File: config.mk
export PLATFORM = sky130hd
export DESIGN_NAME = rx_release_ctrl
export DESIGN_NICKNAME = d
export VERILOG_FILES = /design/src/rtl/rx_rel_pkg.sv /design/src/rtl/rx_rel_idle_timer.sv /design/src/rtl/rx_rel_lowlat_sel.sv /design/src/rtl/rx_rel_decider.sv /design/src/rtl/rx_release_ctrl.sv
export SDC_FILE = /design/constraint.sdc
export NUM_CORES = 1
export LEC_CHECK = 0
export CAP_MARGIN = 30
export CORE_MARGIN = 5
export CORE_UTILIZATION = 40
export CTS_BUF_LIST = sky130_fd_sc_hd__clkbuf_2
export DETAILED_ROUTE_END_ITERATION = 8
export DONT_BUFFER_PORTS = 1
export GPL_TIMING_DRIVEN = 1
export PLACE_DENSITY = 0.65
export SLEW_MARGIN = 5
export SYNTH_ARGS = -nofsm -noshare
export SYNTH_HDL_FRONTEND = slang
export SYNTH_SLANG_ARGS = --single-unit
File: constraint.sdc
create_clock -name clk -period 1.9 [get_ports clk]
set_input_delay 0.095 -clock clk [delete_from_list [all_inputs] [get_ports clk]]
set_output_delay 0.095 -clock clk [all_outputs]
set_load 0.1 [all_outputs]
File: src/rtl/rx_rel_pkg.sv
package rx_rel_pkg;

   typedef enum logic [1:0] {
      RSP_NONE = 2'd0,
      RSP_ACK  = 2'd1,
      RSP_NAK  = 2'd2
   } rsp_e;

   function automatic int unsigned bits_for(input int unsigned value);
      return (value < 2) ? 1 : $clog2(value + 1);
   endfunction

endpackage

File: src/rtl/rx_rel_idle_timer.sv
module rx_rel_idle_timer #(
   parameter int unsigned IDLE_CHARS = 3
) (
   input  logic clk,
   input  logic rst_n,
   input  logic byte_rx,
   input  logic char_tick,
   output logic idle_hit
);
   import rx_rel_pkg::*;

   localparam int unsigned SAT_VAL = IDLE_CHARS + 1;
   localparam int unsigned CNT_W   = bits_for(SAT_VAL);

   logic [CNT_W-1:0] tick_cnt;

   always_ff @(posedge clk) begin
      if (!rst_n) begin
         tick_cnt <= '0;
      end else if (byte_rx) begin
         tick_cnt <= '0;
      end else if (char_tick && (tick_cnt != CNT_W'(SAT_VAL))) begin
         tick_cnt <= tick_cnt + 1'b1;
      end
   end

   assign idle_hit = (tick_cnt == CNT_W'(SAT_VAL));

endmodule

File: src/rtl/rx_rel_lowlat_sel.sv
module rx_rel_lowlat_sel #(
   parameter int unsigned BAUD_W      = 24,
   parameter bit          AUTO_LOWLAT = 1'b1,
   parameter int unsigned BAUD_LIMIT  = 40960
) (
   input  logic              lowlat_set,
   input  logic [BAUD_W-1:0] baud_rate,
   output logic              lowlat_eff
);

   generate
      if (AUTO_LOWLAT) begin : g_auto
         assign lowlat_eff = lowlat_set || (baud_rate < BAUD_W'(BAUD_LIMIT));
      end else begin : g_manual
         logic unused_baud;
         assign unused_baud = ^baud_rate;
         assign lowlat_eff  = lowlat_set;
      end
   endgenerate

endmodule

File: src/rtl/rx_rel_decider.sv
module rx_rel_decider #(
   parameter int unsigned FILL_W    = 10,
   parameter int unsigned PKT_BYTES = 64,
   parameter int unsigned LEN_W     = 7
) (
   input  logic [FILL_W-1:0] fill_cnt,
   input  logic              idle_hit,
   input  logic              lowlat_eff,
   output logic              accept,
   output logic [LEN_W-1:0]  send_len
);

   logic has_data;
   logic full_pkt;

   always_comb begin
      has_data = (fill_cnt != '0);
      full_pkt = (fill_cnt >= FILL_W'(PKT_BYTES));
      accept   = has_data && (full_pkt || idle_hit || lowlat_eff);
      if (full_pkt) begin
         send_len = LEN_W'(PKT_BYTES);
      end else begin
         send_len = LEN_W'(fill_cnt);
      end
   end

endmodule

File: src/rtl/rx_release_ctrl.sv
module rx_release_ctrl #(
   parameter int unsigned FILL_W      = 10,
   parameter int unsigned PKT_BYTES   = 64,
   parameter int unsigned IDLE_CHARS  = 3,
   parameter int unsigned BAUD_W      = 24,
   parameter bit          AUTO_LOWLAT = 1'b1,
   parameter int unsigned BAUD_LIMIT  = 40960,
   parameter int unsigned LEN_W       = rx_rel_pkg::bits_for(PKT_BYTES)
) (
   input  logic              clk,
   input  logic              rst_n,
   input  logic [FILL_W-1:0] fill_cnt,
   input  logic              byte_rx,
   input  logic              char_tick,
   input  logic              rd_req,
   input  logic              lowlat_set,
   input  logic [BAUD_W-1:0] baud_rate,
   output logic              rel_ack,
   output logic              rel_nak,
   output logic [LEN_W-1:0]  rel_len
);
   import rx_rel_pkg::*;

   generate
      if (PKT_BYTES < 1) begin : g_bad_pkt
         $error("PKT_BYTES must be at least 1");
      end
      if (PKT_BYTES >= (1 << FILL_W)) begin : g_bad_fill
         $error("FILL_W too narrow for PKT_BYTES");
      end
      if (LEN_W < bits_for(PKT_BYTES)) begin : g_bad_len
         $error("LEN_W too narrow for PKT_BYTES");
      end
      if (AUTO_LOWLAT && (BAUD_LIMIT >= (64'd1 << BAUD_W))) begin : g_bad_baud
         $error("BAUD_W too narrow for BAUD_LIMIT");
      end
   endgenerate

   logic             idle_hit;
   logic             lowlat_eff;
   logic             accept;
   logic [LEN_W-1:0] send_len;
   rsp_e             rsp_q;

   rx_rel_idle_timer #(
      .IDLE_CHARS(IDLE_CHARS)
   ) u_idle (
      .clk      (clk),
      .rst_n    (rst_n),
      .byte_rx  (byte_rx),
      .char_tick(char_tick),
      .idle_hit (idle_hit)
   );

   rx_rel_lowlat_sel #(
      .BAUD_W     (BAUD_W),
      .AUTO_LOWLAT(AUTO_LOWLAT),
      .BAUD_LIMIT (BAUD_LIMIT)
   ) u_lowlat (
      .lowlat_set(lowlat_set),
      .baud_rate (baud_rate),
      .lowlat_eff(lowlat_eff)
   );

   rx_rel_decider #(
      .FILL_W   (FILL_W),
      .PKT_BYTES(PKT_BYTES),
      .LEN_W    (LEN_W)
   ) u_decide (
      .fill_cnt  (fill_cnt),
      .idle_hit  (idle_hit),
      .lowlat_eff(lowlat_eff),
      .accept    (accept),
      .send_len  (send_len)
   );

   always_ff @(posedge clk) begin
      if (!rst_n) begin
         rsp_q   <= RSP_NONE;
         rel_len <= '0;
      end else if (rd_req) begin
         rsp_q <= accept ? RSP_ACK : RSP_NAK;
         if (accept) begin
            rel_len <= send_len;
         end
      end else begin
         rsp_q <= RSP_NONE;
      end
   end

   assign rel_ack = (rsp_q == RSP_ACK);
   assign rel_nak = (rsp_q == RSP_NAK);

endmodule

==> flow_metrics.tcl, run 1 <==
set metrics [dict create \
    die_y_um 47.9 \
    ff_latch_area_um2 240 \
    max_clock_freq_ghz 0.616 \
    clock_sinks 12 \
    max_stage_delay_ps 380 \
    clkTransAtPathRegs_ps 110 \
    fin_crit_sh_pct 85.4 \
    synth_top_area_share_pct 41.7 \
    hpwl_um 1040 \
    skew_ps 7.53 \
    leakagePower_nw 0.308 \
    first_pass_iters 4 \
    start_kind "flop" \
    io_pins 49 \
    yosys.area.top_type "dfxtp_1" \
    antenna_found_initial 0 \
    drt.antenna.violating_nets 0 \
    max-cap-violations 0 \
    synth_nets 109 \
    place_congestion 0.641 \
    path_buf_inv 1 \
    crit_required_ps 2010 \
    multi_input_area_um2 312 \
    layout.nets 130 \
    cts.htree.levels 1 \
    hold_viol_final 0 \
    synth-seq-cells 12 \
    grt_pass1_vias 523 \
    pwr-share-clk_pct 22.6 \
    start_util_pct 43.2 \
    seqPwrFrac_pct 51.8 \
    status "finished, final reports clean" \
    tightest_slew_ps 479 \
    n_antenna_cell 0 \
    cts-root-buf "clkbuf_2" \
    grt_max_degree 13 \
    yosysSeqAreaShare_pct 41.7 \
    synth_cells 67 \
    drc 0 \
    viasPerCell 5.34 \
    crit-reg2reg-launch "u_idle.tick_cnt[0]" \
    post-route-worst-setup-slack_ps 277 \
    end_kind "flop" \
    critical_path_class "reg -> reg" \
    pwr-share-comb_pct 25.6 \
    vias 539 \
    grt_usage_pct 12.7 \
    arrival_ps 1730 \
    crit_start "u_idle.tick_cnt[0]" \
    fill_cells 133 \
    slew_headroom_pct 68.0 \
    power_per_cell_area_mw_per_mm2 683 \
    overflow 0 \
    instances_no_fill 101 \
    grt_pass1_wl_um 2010 \
    holdCritPathClass "in -> reg" \
    synth_warnings 0 \
    path_max_fanout 7 \
    numCtsBuffers 3 \
    cp_slowest_cell "dfxtp_1" \
    rsz0062_at_grt "no" \
    final.min_clock_period_ps 1620 \
    drt_iter0_markers 9 \
    final_util_pct 56.3 \
    cts_setup_buffers 0 \
    setup_viol 0 \
    postSynthAreaPerCell_um2 8.59 \
    wirelength_um 1370 \
    synth.distinct_cells 24 \
    cts_tree "built" \
    min_from "fill_cnt[8]" \
    place_inst 89 \
    switching_power_w 0.000168 \
    crit_family "compound AO/OA/AOI/OAI gates" \
    wl_per_cell_um 13.5 \
    insertion_delay_ps 250 \
    rows 13 \
    fp.dieW_um 47.9 \
    fin_setup_tns_ps 0 \
    slew_viol_final 0 \
    clk_path_buf_depth 2 \
    syn2layout_area_growth_pct 30.4 \
    synth_area_um2 576 \
    dieArea_mm2 0.00230 \
    dp_slack_ps 298 \
    port_buffers 0 \
    intPower_w 0.000345 \
    ir_worst_vdd_mv 0.414 \
    core_mm2 0.00133 \
    switching_share_pct 32.8 \
    drive_above_1_share_pct 19.8 \
    crit_chain "inv_1, ha_1, a21oi_1, nand2_1, o21ai_1, or3_1, o22ai_1" \
    yosys-top-cells-area "dfxtp_1 42%, nand2_1 9.8%, o22ai_1 6.5%" \
]
-- state kept, by name, summed over array words and instances (netlist names) --
signal / cells
rel_len: 7
rsp_q: 2
u_idle.tick_cnt: 3
-- cells in the mapped netlist --
| cell type | instances |
|---|---|
| or4_1 | 1 |
| xor2_1 | 1 |
| nor4_1 | 2 |
| o21ai_0 | 2 |
| nand2b_1 | 1 |
| ha_1 | 2 |
| nor2_1 | 5 |
| o211a_1 | 1 |
| nand2_1 | 15 |
| nor4_4 | 1 |
| dfxtp_1 | 12 |
| buf_6 | 1 |
| and2b_2 | 1 |
| o21ai_1 | 1 |
| a21oi_1 | 3 |
| nor2b_1 | 4 |
| dlygate4sd3_1 | 1 |
| o22ai_1 | 6 |
| inv_1 | 2 |
| nor3_2 | 1 |
| a21boi_0 | 1 |
| xnor2_1 | 1 |
| and3_1 | 1 |
| or3_1 | 1 |
-- path summary, 6_finish.rpt --
check | to | slack, ps | cells after the start
min reg2reg | rel_len[5] | 480 | 2
max reg2reg | rel_len[0] | 280 | 7
max | rel_len[0] | 280 | 7
min | rsp_q[1] | 30 | 3
-- area by class of cell --
type | count | area share, %
clock buffer | 3 | 2.00
inverter | 2 | 1.00
multi-input combinational | 51 | 41.5
sequential | 12 | 32.0
tap | 15 | 2.50
timing repair buffer | 18 | 21.0
-- layer usage --
layer	GRT usage, %	wire length (um)	vias to the layer above
li1	-	-	270
met1	12.1	491	249
met2	23.2	742	20
met3	7.52	133	0
met4	3.23	0	0
met5	0	0	-
-- metrics by stage --
step	power, W	instance area (um2)	hold WS, ps
floorplan	0.000370	576	232
global placement	0.000382	646	234
detailed placement	0.000384	646	237
CTS	0.000518	731	9.36
global route	0.000546	751	0.297
finish	0.000513	751	27.4
-- repair_timing --
item                                   CTS  global route
setup endpoints to repair                0             0
resized for setup                        0             0
endpoints found under the hold margin    8             2
hold buffers                             7             2
-- worst reg2reg max path, stage by stage, from the launching register on --
cell and delay, ps:
dfxtp_1 380, inv_1 60, ha_1 200, a21oi_1 180
nand2_1 70, o21ai_1 170, or3_1 280, o22ai_1 140
-- placed cells by master (no fill, tap or decap), drive strengths merged --
cell / instances
a21boi: 1
a21oi: 3
and2b: 1
and3: 1
buf: 9
clkbuf: 3
dfxtp: 12
dlygate4sd3: 9
ha: 2
inv: 2
nand2: 15
nand2b: 1
nor2: 5
nor2b: 4
nor3: 1
nor4: 3
o211a: 1
o21ai: 3
o22ai: 6
or3: 1
or4: 1
xnor2: 1
xor2: 1
-- logic make-up (layout without fill, tap and decap cells) --
logic type	Yosys count	after routing	share of synthesized area [%]
adder cells (fa/ha/maj)	2	2	4.35
buffers and inverters	4	23	5.00
XOR/XNOR	2	2	3.04
flip-flops	12	12	41.7
AO/OA/AOI/OAI	14	14	14.8
AND/OR/NAND/NOR	33	33	31.1
-- power groups by stage --
stage / registers, W / logic, W / clock network (W)
final: 0.000266 / 0.000131 / 0.000116
after global routing: 0.000267 / 0.000139 / 0.000140
after CTS: 0.000266 / 0.000128 / 0.000124
after detailed placement: 0.000271 / 0.000113 / 0
after global placement: 0.000271 / 0.000111 / 0
after floorplan: 0.000324 / 0.0000460 / 0
(Power assumes the default switching activity.)
==> inputs of run 2 (changes only) <==
Settings changed: CORE_AREA set to 5 5 42 44, CORE_MARGIN 5 to not set, CORE_UTILIZATION 40 to not set, DIE_AREA set to 0 0 47 49, PLACE_DENSITY 0.65 to 0.69.
==> run 2 against run 1 <==
Net effect: first-iteration DRC count decreased by 56%; non-clock buffer count increased by 1; utilization decreased by 1.8 points; register-to-register slack got worse by 130 ps; combinational power about the same; highest routed layer is now met4; cell count increased by 2.0%; wire length increased by 9.4%; sequential share of layout area decreased by 0.36 points; global-route usage increased by 0.78 points; largest cell class unchanged.
==> flow_metrics.tcl, run 2 (synthesized netlist as in run 1, its figures left out) <==
set metrics [dict create \
    slew_headroom_pct 69.6 \
    dp_slack_ps 323 \
    skew_ps 0.395 \
    vias 542 \
    antenna_found_initial 0 \
    crit_required_ps 2130 \
    grt_pass1_wl_um 2280 \
    layout_common_cells "15 x nand2_1, 11 x dfxtp_1, 10 x dlygate4sd3_1" \
    r2r_slack_ps 150 \
    reg2regPathDepth 7 \
    final_area_um2 763 \
    viasPerCell 5.26 \
    layout_commonest_cell "nand2_1" \
    clkTransAtPathRegs_ps 120 \
    fin_setup_tns_ps 0 \
    cts_setup_buffers 0 \
    core_mm2 0.00140 \
    start_kind "flop" \
    arrival_ps 1980 \
    wirelength_um 1500 \
    cts.htree.levels 1 \
    slew_viol_final 0 \
    rsz0062_at_grt "no" \
    tightest_slew_ps 452 \
    leakagePower_nw 0.315 \
    drt.antenna.violating_nets 0 \
    drt_iter0_markers 4 \
    grt_usage_pct 13.5 \
    top_register "rel_len" \
    clock_sinks 12 \
    reg.largest.list "rel_len (7), u_idle.tick_cnt (3), rsp_q (2)" \
    dieArea_mm2 0.00230 \
    rows 14 \
    start_util_pct 41.1 \
    wl_per_cell_um 14.5 \
    r2r_end "rsp_q[1]" \
    dpl_cell_area_um2 647 \
    post-route-worst-setup-slack_ps 145 \
    max_clock_freq_ghz 0.570 \
    overflow 0 \
    numCtsBuffers 3 \
    io_pins 49 \
    first_pass_iters 4 \
    port_buffers 0 \
    fp.dieW_um 47 \
    critical_path_class "reg -> reg" \
    n_antenna_cell 0 \
    final.min_clock_period_ps 1750 \
    power_per_cell_area_mw_per_mm2 693 \
    final_util_pct 54.5 \
    crit_start "u_idle.tick_cnt[0]" \
    layout.nets 131 \
    crit_end "rsp_q[1]" \
    hold_viol_final 0 \
    clk_path_buf_depth 2 \
    setup_viol 0 \
    insertion_delay_ps 270 \
    grt_max_degree 13 \
    status "finished, final reports clean" \
    cts_tree "built" \
    fin_crit_sh_pct 92.4 \
    largest_register_ffs 7 \
    syn2layout_area_growth_pct 32.6 \
    die_y_um 49 \
    cts-root-buf "clkbuf_2" \
    crit-reg2reg-launch "u_idle.tick_cnt[0]" \
    ir_worst_vdd_mv 0.370 \
    hpwl_um 1010 \
    drive_above_1_share_pct 20.7 \
    max-cap-violations 0 \
    drc 0 \
    path_max_fanout 3 \
    power_w 0.000529 \
    end_kind "flop" \
    grt_pass1_vias 544 \
    holdCritPathClass "in -> reg" \
    place_congestion 0.691 \
]
## run 2: cell count changes in the layout (fill, tap and decap cells not counted)
cell,previous run,this run
dfxtp_2,0,1
o21ai_1,1,2
dfxtp_1,12,11
dlygate4sd3_1,9,10
o21ai_0,2,1
## run 2: through the flow
step / std cells / hold WS, ps
after detailed placement: 90 / 235
after global routing: 103 / 19.0
after CTS: 102 / 1.29
after global placement: 90 / 234
final: 103 / 12.4
after floorplan: 67 / 232
## run 2: critical path, cell delays in order (launching register included)
cell and delay, ps:
dfxtp_2 370, inv_1 50, ha_1 200, a21oi_1 190, and2b_2 160, o21ai_1 70, nor2_1 130, dlygate4sd3_1 540
## run 2: final cells by class
type / count / area, um2
clock buffer: 3 / 15.0
fill: 141 / 638
inverter: 2 / 7.51
tap: 16 / 20.0
timing repair buffer: 19 / 168
multi-input combinational: 51 / 312
sequential: 12 / 241
## run 2: repair_timing
item / 4_1_cts / 5_1_grt
gates resized for setup: 0 / 2
hold buffers: 9 / 1
setup endpoints to repair: 0 / 1
endpoints found under the hold margin: 9 / 1
## run 2: how the worst min path moves through the flow
stage | start | end | slack [ps] | cells past startpoint
global placement | rst_n | rel_len[6] | 230 | 1
global route | rst_n | u_idle.tick_cnt[2] | 20 | 2
finish | rst_n | u_idle.tick_cnt[0] | 10 | 2
floorplan | rd_req | rsp_q[1] | 230 | 2
detailed placement | rst_n | rel_len[6] | 240 | 1
CTS | rst_n | rel_len[1] | 1 | 2
## run 2: layer usage
metal  vias to the layer above  global-route usage (%)  wire length (um)
met5                         -                       0                 0
met4                         0                    6.91                34
met3                         5                    4.06                61
met2                        12                    22.6               868
met1                       252                    14.5               531
li1                        273                       -                 -
## run 2: power by group
| group | internal [W] | leakage [nW] | switching [W] |
|---|---|---|---|
| combinational | 0.0000402 | 0.204 | 0.0000913 |
| clock | 0.0000430 | 0.0125 | 0.0000880 |
| sequential | 0.000262 | 0.0984 | 0.00000437 |
| total | 0.000345 | 0.315 | 0.000184 |
==> inputs of run 3 (changes only) <==
Settings changed: CORE_AREA 5 5 42 44 to not set, CORE_MARGIN set to 5, CORE_UTILIZATION set to 30, DIE_AREA 0 0 47 49 to not set, PLACE_DENSITY 0.69 to 0.55.
==> run 3 against run 2 <==
Net effect: die area is 26% higher; clock-buffer cell count unchanged; via count is 7.6% lower; clock skew rose by 1.7 ps; fmax rose by 12%; cell count rose by 6.8%; total power shrank 2.8%; non-clock buffer count shrank 2.
==> flow_metrics.tcl, run 3 (synthesized netlist as in run 1, its figures left out) <==
set metrics [dict create \
    top_register "rel_len" \
    first_pass_iters 4 \
    cts_resized 0 \
    slew_viol_final 0 \
    max_clock_freq_ghz 0.641 \
    drive_above_1_share_pct 20.0 \
    io_pins 49 \
    port_buffers 0 \
    antenna_found_initial 0 \
    path_max_fanout 7 \
    crit_required_ps 2030 \
    grt_max_degree 15 \
    n_antenna_cell 0 \
    setup_viol 0 \
    layout_common_cells "15 x nand2_1, 12 x dfxtp_1, 9 x buf_4" \
    cts-root-buf "clkbuf_2" \
    rows 15 \
    die_y_um 53.8 \
    reg.largest.list "rel_len (7), u_idle.tick_cnt (3), rsp_q (2)" \
    wl_per_cell_um 12.9 \
    numCtsBuffers 3 \
    power_per_cell_area_mw_per_mm2 682 \
    max-cap-violations 0 \
    hold-worst-slack_ps 31.1 \
    hold_viol_final 0 \
    vias 501 \
    cts_tree "built" \
    skew_ps 2.06 \
    viasPerCell 4.55 \
    slew_headroom_pct 68.8 \
    layout.nets 129 \
    fin_crit_sh_pct 82.2 \
    status "finished, final reports clean" \
    critical_path_class "reg -> reg" \
    end_kind "flop" \
    core_mm2 0.00178 \
    largest_register_ffs 7 \
    leakagePower_nw 0.304 \
    layout_commonest_cell "nand2_1" \
    dieArea_mm2 0.00289 \
    final.min_clock_period_ps 1560 \
    syn2layout_area_growth_pct 30.9 \
    fin_setup_tns_ps 0 \
    drt_iter0_markers 3 \
    arrival_ps 1690 \
    drc 0 \
    fp.dieW_um 53.8 \
    drt.antenna.violating_nets 0 \
    rsz0062_at_grt "no" \
    start_util_pct 32.3 \
    holdCritPathClass "in -> reg" \
    ir_worst_vdd_mv 0.456 \
    grt_pass1_wl_um 2240 \
    start_kind "flop" \
    clkTransAtPathRegs_ps 100 \
    clock_sinks 12 \
    wirelength_um 1420 \
    clk_path_buf_depth 2 \
    grt_usage_pct 11.0 \
    insertion_delay_ps 250 \
    overflow 0 \
    tightest_slew_ps 464 \
    cts.htree.levels 1 \
    hpwl_um 1080 \
    grt_pass1_vias 524 \
    place_congestion 0.721 \
]
==> run 3: cell types whose count changed in the layout (fill, tap and decap cells not counted), sizes merged <==
| cell | change |
|---|---|
| dlygate4sd3 | -2 |
==> run 3: path summary, 6_finish.rpt <==
| path | cells past startpoint | slack, ps | startpoint | endpoint |
|---|---|---|---|---|
| setup / recovery | 7 | 340 | u_idle.tick_cnt[0] | rel_len[0] |
| hold / removal | 3 | 30 | fill_cnt[8] | rsp_q[1] |
| setup reg to reg | 7 | 340 | u_idle.tick_cnt[0] | rel_len[0] |
| hold reg to reg | 2 | 480 | rel_len[5] | rel_len[5] |
==> run 3: report_power, final <==
| part | internal (W) | switching, W |
|---|---|---|
| Sequential | 0.000261 | 0.00000416 |
| Combinational | 0.0000386 | 0.0000902 |
| Clock | 0.0000431 | 0.0000763 |
==> run 3: per-stage QoR <==
stage | setup WS [ps] | cells | instance area, um2 | power, W | utilization, %
detailed placement | 336 | 99 | 658 | 0.000384 | 36.9
global placement | 379 | 99 | 658 | 0.000382 | 36.9
floorplan | 144 | 67 | 576 | 0.000370 | -
global route | 126 | 110 | 753 | 0.000544 | 42.2
finish | 339 | 110 | 753 | 0.000514 | 42.2
CTS | 312 | 110 | 753 | 0.000524 | 42.2
==> run 3: area by class of cell <==
class / instances / area (um2)
clock buffer: 3 / 15.0
tap: 25 / 31.3
inverter: 2 / 7.51
fill: 180 / 1030
multi-input combinational: 51 / 312
timing repair buffer: 17 / 148
sequential: 12 / 240
==> run 3: critical path, cell delays in order (launching register included) <==
cell,delay [ps]
dfxtp_1,390
inv_1,60
ha_1,200
a21oi_1,180
nand2_1,70
o21ai_1,150
or3_1,260
o22ai_1,130
==> run 3: repair_timing <==
action / CTS / global route
hold buffers: 8 / 0
endpoints found under the hold margin: 9 / 0
setup buffers: 0 / 0
==> run 3: routing by layer <==
metal | part of all wire, % | global-route usage, %
met1 | 38 | 11.5
met2 | 51 | 18.5
met3 | 9.1 | 6.65
met4 | 1.5 | 2.98
met5 | 0 | 0
